**config.mk**
```make
export PLATFORM = sky130hd
export DESIGN_NAME = snd_bus_decoder
export DESIGN_NICKNAME = d
export VERILOG_FILES = /design/src/rtl/snd_bus_pkg.sv /design/src/rtl/snd_bus_ctrl.sv /design/src/rtl/snd_bus_dp.sv /design/src/rtl/snd_bus_decoder.sv
export SDC_FILE = /design/constraint.sdc
export NUM_CORES = 1
export LEC_CHECK = 0
export BUFFER_PORTS_ARGS = -buffer_cell sky130_fd_sc_hd__buf_2
export CAP_MARGIN = 20
export CORE_ASPECT_RATIO = 2
export CORE_MARGIN = 5
export CORE_UTILIZATION = 40
export CTS_CLUSTER_SIZE = 24
export DETAILED_ROUTE_END_ITERATION = 6
export PLACE_DENSITY = 0.87
export SLEW_MARGIN = 25
export SYNTH_ARGS = -nofsm -noshare
export SYNTH_HDL_FRONTEND = slang
export SYNTH_SLANG_ARGS = --single-unit
```
**constraint.sdc**
```tcl
create_clock -name clk -period 3.19 [get_ports clk]
set_input_delay 0.4785 -clock clk [delete_from_list [all_inputs] [get_ports clk]]
set_output_delay 0.4785 -clock clk [all_outputs]
set_load 0.02 [all_outputs]
```
**src/rtl/snd_bus_pkg.sv**
```systemverilog
package snd_bus_pkg;
  // Decode strobes passed from control to datapath
  typedef struct packed {
    logic romHit;   // address inside ROM window
    logic idxHit;   // index latch address
    logic dataHit;  // DSP data port address
    logic ctlWr;    // write to overlay control register
    logic idxWr;    // write to index latch
    logic dataWr;   // write to DSP data port
    logic ramWr;    // write lands in RAM
    logic tmrWr;    // write is forwarded to timer block
  } busStrb_t;
endpackage

```
**src/rtl/snd_bus_ctrl.sv**
```systemverilog
module snd_bus_ctrl
  import snd_bus_pkg::*;
#(
  parameter int ADDR_W = 16,
  parameter int ROM_AW = 6,
  parameter logic [ADDR_W-1:0] PAGE_BASE = 16'h00F0
) (
  input  logic              clk,
  input  logic              rst_n,
  input  logic [ADDR_W-1:0] busAddr,
  input  logic              busWrEn,
  output busStrb_t          strb
);
  localparam logic [3:0] OFF_CTL  = 4'h1;
  localparam logic [3:0] OFF_IDX  = 4'h2;
  localparam logic [3:0] OFF_DATA = 4'h3;
  localparam logic [3:0] OFF_TMR0 = 4'hA;

  logic       pageHit;
  logic [3:0] pageOff;

  assign pageHit = (busAddr[ADDR_W-1:4] == PAGE_BASE[ADDR_W-1:4]);
  assign pageOff = busAddr[3:0];

  always_comb begin
    strb         = '0;
    strb.romHit  = &busAddr[ADDR_W-1:ROM_AW];
    strb.idxHit  = pageHit && (pageOff == OFF_IDX);
    strb.dataHit = pageHit && (pageOff == OFF_DATA);
    strb.ctlWr   = busWrEn && pageHit && (pageOff == OFF_CTL);
    strb.idxWr   = busWrEn && strb.idxHit;
    strb.dataWr  = busWrEn && strb.dataHit;
    strb.ramWr   = busWrEn && !strb.idxHit && !strb.dataHit;
    strb.tmrWr   = busWrEn && pageHit &&
                   ((pageOff == OFF_CTL) || (pageOff >= OFF_TMR0));
  end

  // latch and DSP-port writes never reach RAM
  a_r6_no_ram_on_port: assert property (@(posedge clk) disable iff (!rst_n)
    (strb.idxWr || strb.dataWr) |-> !strb.ramWr);
  // timer strobe only accompanies a write that also updates RAM
  a_r10_tmr_with_ram: assert property (@(posedge clk) disable iff (!rst_n)
    strb.tmrWr |-> (strb.ramWr && !strb.romHit));
endmodule

```
**src/rtl/snd_bus_dp.sv**
```systemverilog
module snd_bus_dp
  import snd_bus_pkg::*;
#(
  parameter int ROM_AW = 6,
  parameter logic [(2**ROM_AW)*8-1:0] BOOT_IMAGE = '0
) (
  input  logic              clk,
  input  logic              rst_n,
  input  busStrb_t          strb,
  input  logic [ROM_AW-1:0] romOff,
  input  logic [7:0]        busWrData,
  input  logic [7:0]        ramRdData,
  input  logic [7:0]        dspRdData,
  output logic [7:0]        busRdData,
  output logic [6:0]        dspAddr,
  output logic              dspWrEn
);
  localparam int ROM_BYTES = 2**ROM_AW;

  logic       romOn;
  logic [7:0] idxReg;
  logic [7:0] romByte [ROM_BYTES];

  for (genvar g = 0; g < ROM_BYTES; g++) begin : g_rom
    assign romByte[g] = BOOT_IMAGE[g*8 +: 8];
  end

  always_ff @(posedge clk) begin
    if (!rst_n) begin
      romOn  <= 1'b1;
      idxReg <= 8'h00;
    end else begin
      if (strb.ctlWr) romOn  <= busWrData[7];
      if (strb.idxWr) idxReg <= busWrData;
    end
  end

  assign dspAddr = idxReg[6:0];
  assign dspWrEn = strb.dataWr && !idxReg[7];

  always_comb begin
    if (strb.idxHit)                busRdData = idxReg;
    else if (strb.dataHit)          busRdData = dspRdData;
    else if (strb.romHit && romOn)  busRdData = romByte[romOff];
    else                            busRdData = ramRdData;
  end

  // reset state
  a_r1_reset_state: assert property (@(posedge clk)
    !rst_n |=> (romOn && idxReg == 8'h00));
  // latch holds unless written
  a_r6_idx_hold: assert property (@(posedge clk) disable iff (!rst_n)
    !strb.idxWr |=> $stable(idxReg));
  // overlay follows bit 7 of a control write
  a_r4_overlay_update: assert property (@(posedge clk) disable iff (!rst_n)
    strb.ctlWr |=> (romOn == $past(busWrData[7])));
  // high indices never produce a DSP write
  a_r8_drop_high: assert property (@(posedge clk) disable iff (!rst_n)
    dspWrEn |-> (strb.dataWr && idxReg < 8'h80));
endmodule

```
**src/rtl/snd_bus_decoder.sv**
```systemverilog
module snd_bus_decoder
  import snd_bus_pkg::*;
#(
  parameter int ADDR_W = 16,
  parameter int ROM_AW = 6,
  parameter logic [ADDR_W-1:0] PAGE_BASE = 16'h00F0,
  parameter logic [(2**ROM_AW)*8-1:0] BOOT_IMAGE =
    {8'hFF, 8'hC0, {((2**ROM_AW)-2)*8{1'b0}}}
) (
  input  logic              clk,
  input  logic              rst_n,
  input  logic [ADDR_W-1:0] busAddr,
  input  logic              busWrEn,
  input  logic [7:0]        busWrData,
  output logic [7:0]        busRdData,
  output logic [ADDR_W-1:0] ramAddr,
  output logic              ramWrEn,
  output logic [7:0]        ramWrData,
  input  logic [7:0]        ramRdData,
  output logic [6:0]        dspAddr,
  output logic              dspWrEn,
  output logic [7:0]        dspWrData,
  input  logic [7:0]        dspRdData,
  output logic              tmrSel,
  output logic [3:0]        tmrAddr,
  output logic [7:0]        tmrData
);
  busStrb_t strb;

  snd_bus_ctrl #(.ADDR_W(ADDR_W), .ROM_AW(ROM_AW), .PAGE_BASE(PAGE_BASE)) ctrl_i (
    .clk(clk), .rst_n(rst_n), .busAddr(busAddr), .busWrEn(busWrEn), .strb(strb)
  );

  snd_bus_dp #(.ROM_AW(ROM_AW), .BOOT_IMAGE(BOOT_IMAGE)) dp_i (
    .clk(clk), .rst_n(rst_n), .strb(strb), .romOff(busAddr[ROM_AW-1:0]),
    .busWrData(busWrData), .ramRdData(ramRdData), .dspRdData(dspRdData),
    .busRdData(busRdData), .dspAddr(dspAddr), .dspWrEn(dspWrEn)
  );

  assign ramAddr   = busAddr;
  assign ramWrEn   = strb.ramWr;
  assign ramWrData = busWrData;
  assign dspWrData = busWrData;
  assign tmrSel    = strb.tmrWr;
  assign tmrAddr   = busAddr[3:0];
  assign tmrData   = busWrData;

  // ROM-window writes always reach RAM
  a_r5_rom_write_through: assert property (@(posedge clk) disable iff (!rst_n)
    (busWrEn && (&busAddr[ADDR_W-1:ROM_AW])) |-> ramWrEn);
  // strobe only with a bus write
  a_r10_strobe_on_write: assert property (@(posedge clk) disable iff (!rst_n)
    tmrSel |-> (busWrEn && tmrData == busWrData));
endmodule

```
# == Word-level counts from Yosys, hierarchy flattened ==
# Memories as Yosys holds them, arrays and structs flattened.
# Index checks and enable logic that the tools add are counted.
# word_totals
reg_bits,9
mem_bits_ro,512
output_inout_bits,62
n_memories,1
in_bits,43
word_cells,31
# memory_table
name,depth,width,rd,rd_clocked_by_memory_dff,write_ports,line,text
(name not given),64,8,1,0,0,snd_bus_dp.sv:44,else if (strb.romHit && romOn) busRdData = romByte[romOff];
# op_classes
n_mux,5
n_eq_ne,4
reduce_logical,16
bitwise_logic,1
magnitude_cmp,2
# ops
cell,n
$mux W8,5
$eq A12 B4 Y1 const B,1
$logic_and A1 B1 Y1,11
$reduce_and A10 Y1,1
$eq A4 B2 Y1 const B,2
$ge A7 B7 Y1 const B,1
$not A6 Y7,1
$eq A4 B1 Y1 const B,1
$ge A4 B4 Y1 const B,1
$logic_not A1 Y1,3
$logic_or A1 B1 Y1,1

# == Depth between registers and ports, before layout ==
# logic_depth
ltp_word,7
mapped_depth,5
mapped_depth_nobuf,4

# == By module ==
# From an unflattened synthesis, not the netlist that was laid out.
# unflattened
cells_unflattened,138
area_unflattened_um2,1101.1
# modules_own_cells
module,instances,seq_area_each_um2,area_each_um2,cells_per_inst
snd_bus_dp,1,180.2,595.6,71
snd_bus_decoder,1,0.0,330.3,44
snd_bus_ctrl,1,0.0,175.2,23

# == Least setup slack after synthesis ==
# Ideal clock, no wire load.
# synth_timing
path_kind,input to output
startpoint,input busAddr[13]
endpoint,output busRdData[6]
n_path_buf,1
setup_slack_ps,1133
t_required_ps,2711
arrival_ps,1578
stages,5
cell_sequence,nor4_4 > and4_4 > buf_6 > a211oi_1 > a21oi_1
# synth_between
elab_chain_len,5
word_cells_on_any_way,8
cone_classes,eq/ne: 1; mux: 3; reduce/logical: 4
# synth_lines
item,line,text
"start, declared",snd_bus_decoder.sv:12,"input logic [ADDR_W-1:0] busAddr,"
$reduce_and A10 Y1,snd_bus_ctrl.sv:27,strb.romHit = &busAddr[ADDR_W-1:ROM_AW];
$logic_and A1 B1 Y1,snd_bus_dp.sv:44,
$mux W8,snd_bus_dp.sv:44,
$mux W8,snd_bus_dp.sv:43,else if (strb.dataHit) busRdData = dspRdData;
$mux W8 *,snd_bus_dp.sv:42,if (strb.idxHit) busRdData = idxReg;
"end, declared",snd_bus_decoder.sv:15,"output logic [7:0] busRdData,"
# Mark *: on every way between the ends. The rest lies on a longest branch, timed or not.

# == Worst setup path in the final report ==
# layout_timing
startpoint,input busAddr[13]
endpoint,output busRdData[0]
# Same word-level chain as after synthesis.

==> metrics.txt <==
Area Growth Syn to Fin=14.5%; max cap viols=0; worst min-delay path class=reg -> reg; IO Pins=105; drc violations=0; DR vias/cell=5.13; status=completed; worst r2r src=dp_i.idxReg[7]; mapped cell area=0.00120 sq mm; Net Sw Frac=35.2%; WL/cell=14.4 microns; Setup crit start=busAddr[13]; CTS Sinks=9; cts hold-fix bufs=0; slew margin rel.=62.5%; RSZ-0062 raised after global routing=false; overall die width=48.8 microns; critical path endpoint=busRdData[0]; R2R setup slack=2510 ps; Root Buffer Master=clkbuf_8; Worst Max-Slew Pin Slew=561 ps; max-slew violations=0; count of cell types in the netlist=28; P_sw=0.138 mW; CTS buffer count=3; vias=1,170; Final ANT Viol Nets=0; fmax=445 MHz; Setup Fix Bufs, Post-CTS=0; buffers plus inverters on the worst setup path=3; overall die height=87.5 microns; power share of the combinational group=37.1%; YS warnings=0; Synth Area per Inst=8.18 sq um; CP max stage cell=nor4_4; startpoint types=input pin; Seq/Total Area, Yosys=15.0%; top cell family by delay on the critical path=buffers and inverters; WP data required=2710 ps; syn nets=190; commonest cells after routing, fill and taps aside=buf_2, o21ai_0, nand3_1, a21oi_1, dfxtp_1; clock share of power=34.0%; Port Buf Inserts=104; CP arrival=1770 ps; Fillers=324; Placer Congestion=0.790; die area=0.00427 sq mm; diode count=0; dpl cell area=0.00133 sq mm; crit-path max FO=21; ratio of cells with drive above 1 in the final layout=60.6%; final setup fails=0; LEAKAGE=0.674 nW; CORE AREA=0.00294 sq mm; Hold Vio Cnt, Final=0; first-pass GRT wire length=4.97 mm; CTS max path bufs=2; grt total ovfl=0; CTS tree=yes; initial drt markers=23; RR Endpoint=dp_i.idxReg[7]; total negative slack=0 ps; clk slew on worst S/H paths=40 ps; Rows=28; register area=180 sq um; clk_lat worst skew=230 ps; Period Utilization, post-route=70.5%; CP Class=in -> out; Synth Register Bits=9; vias in the first global route=1,157; Max rail drop VDD=149 uV; r2r worst-path depth=2; drt total wl=3.29 mm; multi-input logic area=582 sq um; PwrDens=284 mW/mm^2; detailed-router iteration count before antenna repair=4; starting density of the core=40.9%; Overall Global Routing Usage=14.7%; crit-path cells=buf_2 > nor4_4 > nand4_1 > buf_4 > a211oi_2 > a21oi_1 > buf_2; final net count=242; number of H-tree levels=1; Reg power frac=28.9%; Final Skew=0 ps; cell mode on critical path=buf_2; Post-DP HPWL=2.78 mm; CP Capture Type=output port; min cycle time layout=2250 ps; max incr delay on CP=360 ps; initial antenna violation count=0; most common cell after layout, fill and taps aside=buf_2; CTS resizes=0; Stages on worst setup path=7; largest net degree at the start of global routing=27; Post-Syn Instances=147; total internal power=0.253 mW; final instance area=0.00138 sq mm
==> worst reg2reg max path, stage by stage (launching register included) <==
cell and delay (ps):
dfxtp_1 360, o21ai_0 90, a21boi_0 150
==> cells by family (layout without fill, tap and decap cells) <==
family	count (synthesis)	in the layout	synth area share [%]
mux	2	2	1.66
simple gates	35	35	21.9
buf+inv	59	110	36.6
flops	9	9	15.0
compound gates	42	42	24.9
==> per-layer routing <==
metal / routed length [microns] / GRT usage [%] / vias up
met2: 1840 / 27.0 / 61
li1: - / - / 585
met1: 1070 / 13.9 / 516
met4: 112 / 10.5 / 0
met5: 0 / 0 / -
met3: 262 / 3.24 / 8
==> metrics by stage <==
step           utilization (%)  hold slack (ps)  total power, mW  cells  setup WS, ps
4_1_cts                   46.8              481            0.394    228           944
3_3_place_gp              45.2              474            0.260    224           998
3_5_place_dp              45.2              475            0.261    224           944
5_1_grt                   46.8              511            0.411    228           813
6_report                  46.8              478            0.391    228           942
2_1_floorplan                -              457            0.226    147          1130
==> sequential cells by signal, summed over array words and instances, names as in the netlist <==
| register | cells |
|---|---|
| dp_i.idxReg | 8 |
| dp_i.romOn | 1 |
==> power by group through the flow <==
| stage | Clock [mW] | Sequential, mW | Combinational, mW |
|---|---|---|---|
| 6_report | 0.133 | 0.113 | 0.145 |
| 5_1_grt | 0.142 | 0.113 | 0.156 |
| 4_1_cts | 0.135 | 0.113 | 0.147 |
| 3_5_place_dp | 0 | 0.115 | 0.146 |
| 3_3_place_gp | 0 | 0.115 | 0.145 |
| 2_1_floorplan | 0 | 0.115 | 0.112 |
==> cells in the mapped netlist (all sizes together) <==
| cell type | number | area, sq um |
|---|---|---|
| inv | 1 | 3.75 |
| o21ai | 10 | 50.1 |
| and2 | 1 | 7.51 |
| nand2 | 1 | 3.75 |
| nor3b | 1 | 7.51 |
| a211oi | 8 | 90.1 |
| a21boi | 8 | 60.1 |
| a22oi | 6 | 45.0 |
| or4b | 1 | 10.0 |
| and3 | 1 | 7.51 |
| nor3 | 1 | 5.00 |
| nand4 | 3 | 18.8 |
| and4 | 7 | 65.1 |
| buf | 58 | 437 |
| dfxtp | 9 | 180 |
| nand3 | 9 | 45.0 |
| mux2i | 2 | 20.0 |
| nor2b | 7 | 43.8 |
| nor4 | 2 | 42.5 |
| nand2b | 1 | 6.26 |
| o311ai | 1 | 8.76 |
| a21oi | 9 | 45.0 |
==> how the worst min path moves through the flow <==
stage	startpoint	cells past startpoint	end	slack, ps
detailed placement	dp_i.idxReg[3]	2	dp_i.idxReg[3]	480
finish	dp_i.idxReg[3]	2	dp_i.idxReg[3]	480
global placement	dp_i.idxReg[4]	2	dp_i.idxReg[4]	470
CTS	dp_i.idxReg[3]	2	dp_i.idxReg[3]	480
global route	dp_i.idxReg[3]	2	dp_i.idxReg[3]	510
floorplan	dp_i.idxReg[0]	2	dp_i.idxReg[0]	460
==> final cells by class <==
class                      count  share of cell area [%]
inverter                       1                   0.273
clock buffer                   4                    3.27
tap                           30                    2.73
sequential                     9                    13.1
timing repair buffer         105                    38.4
multi-input combinational     79                    42.3
Note: power is estimated with default switching activity, not from simulation.
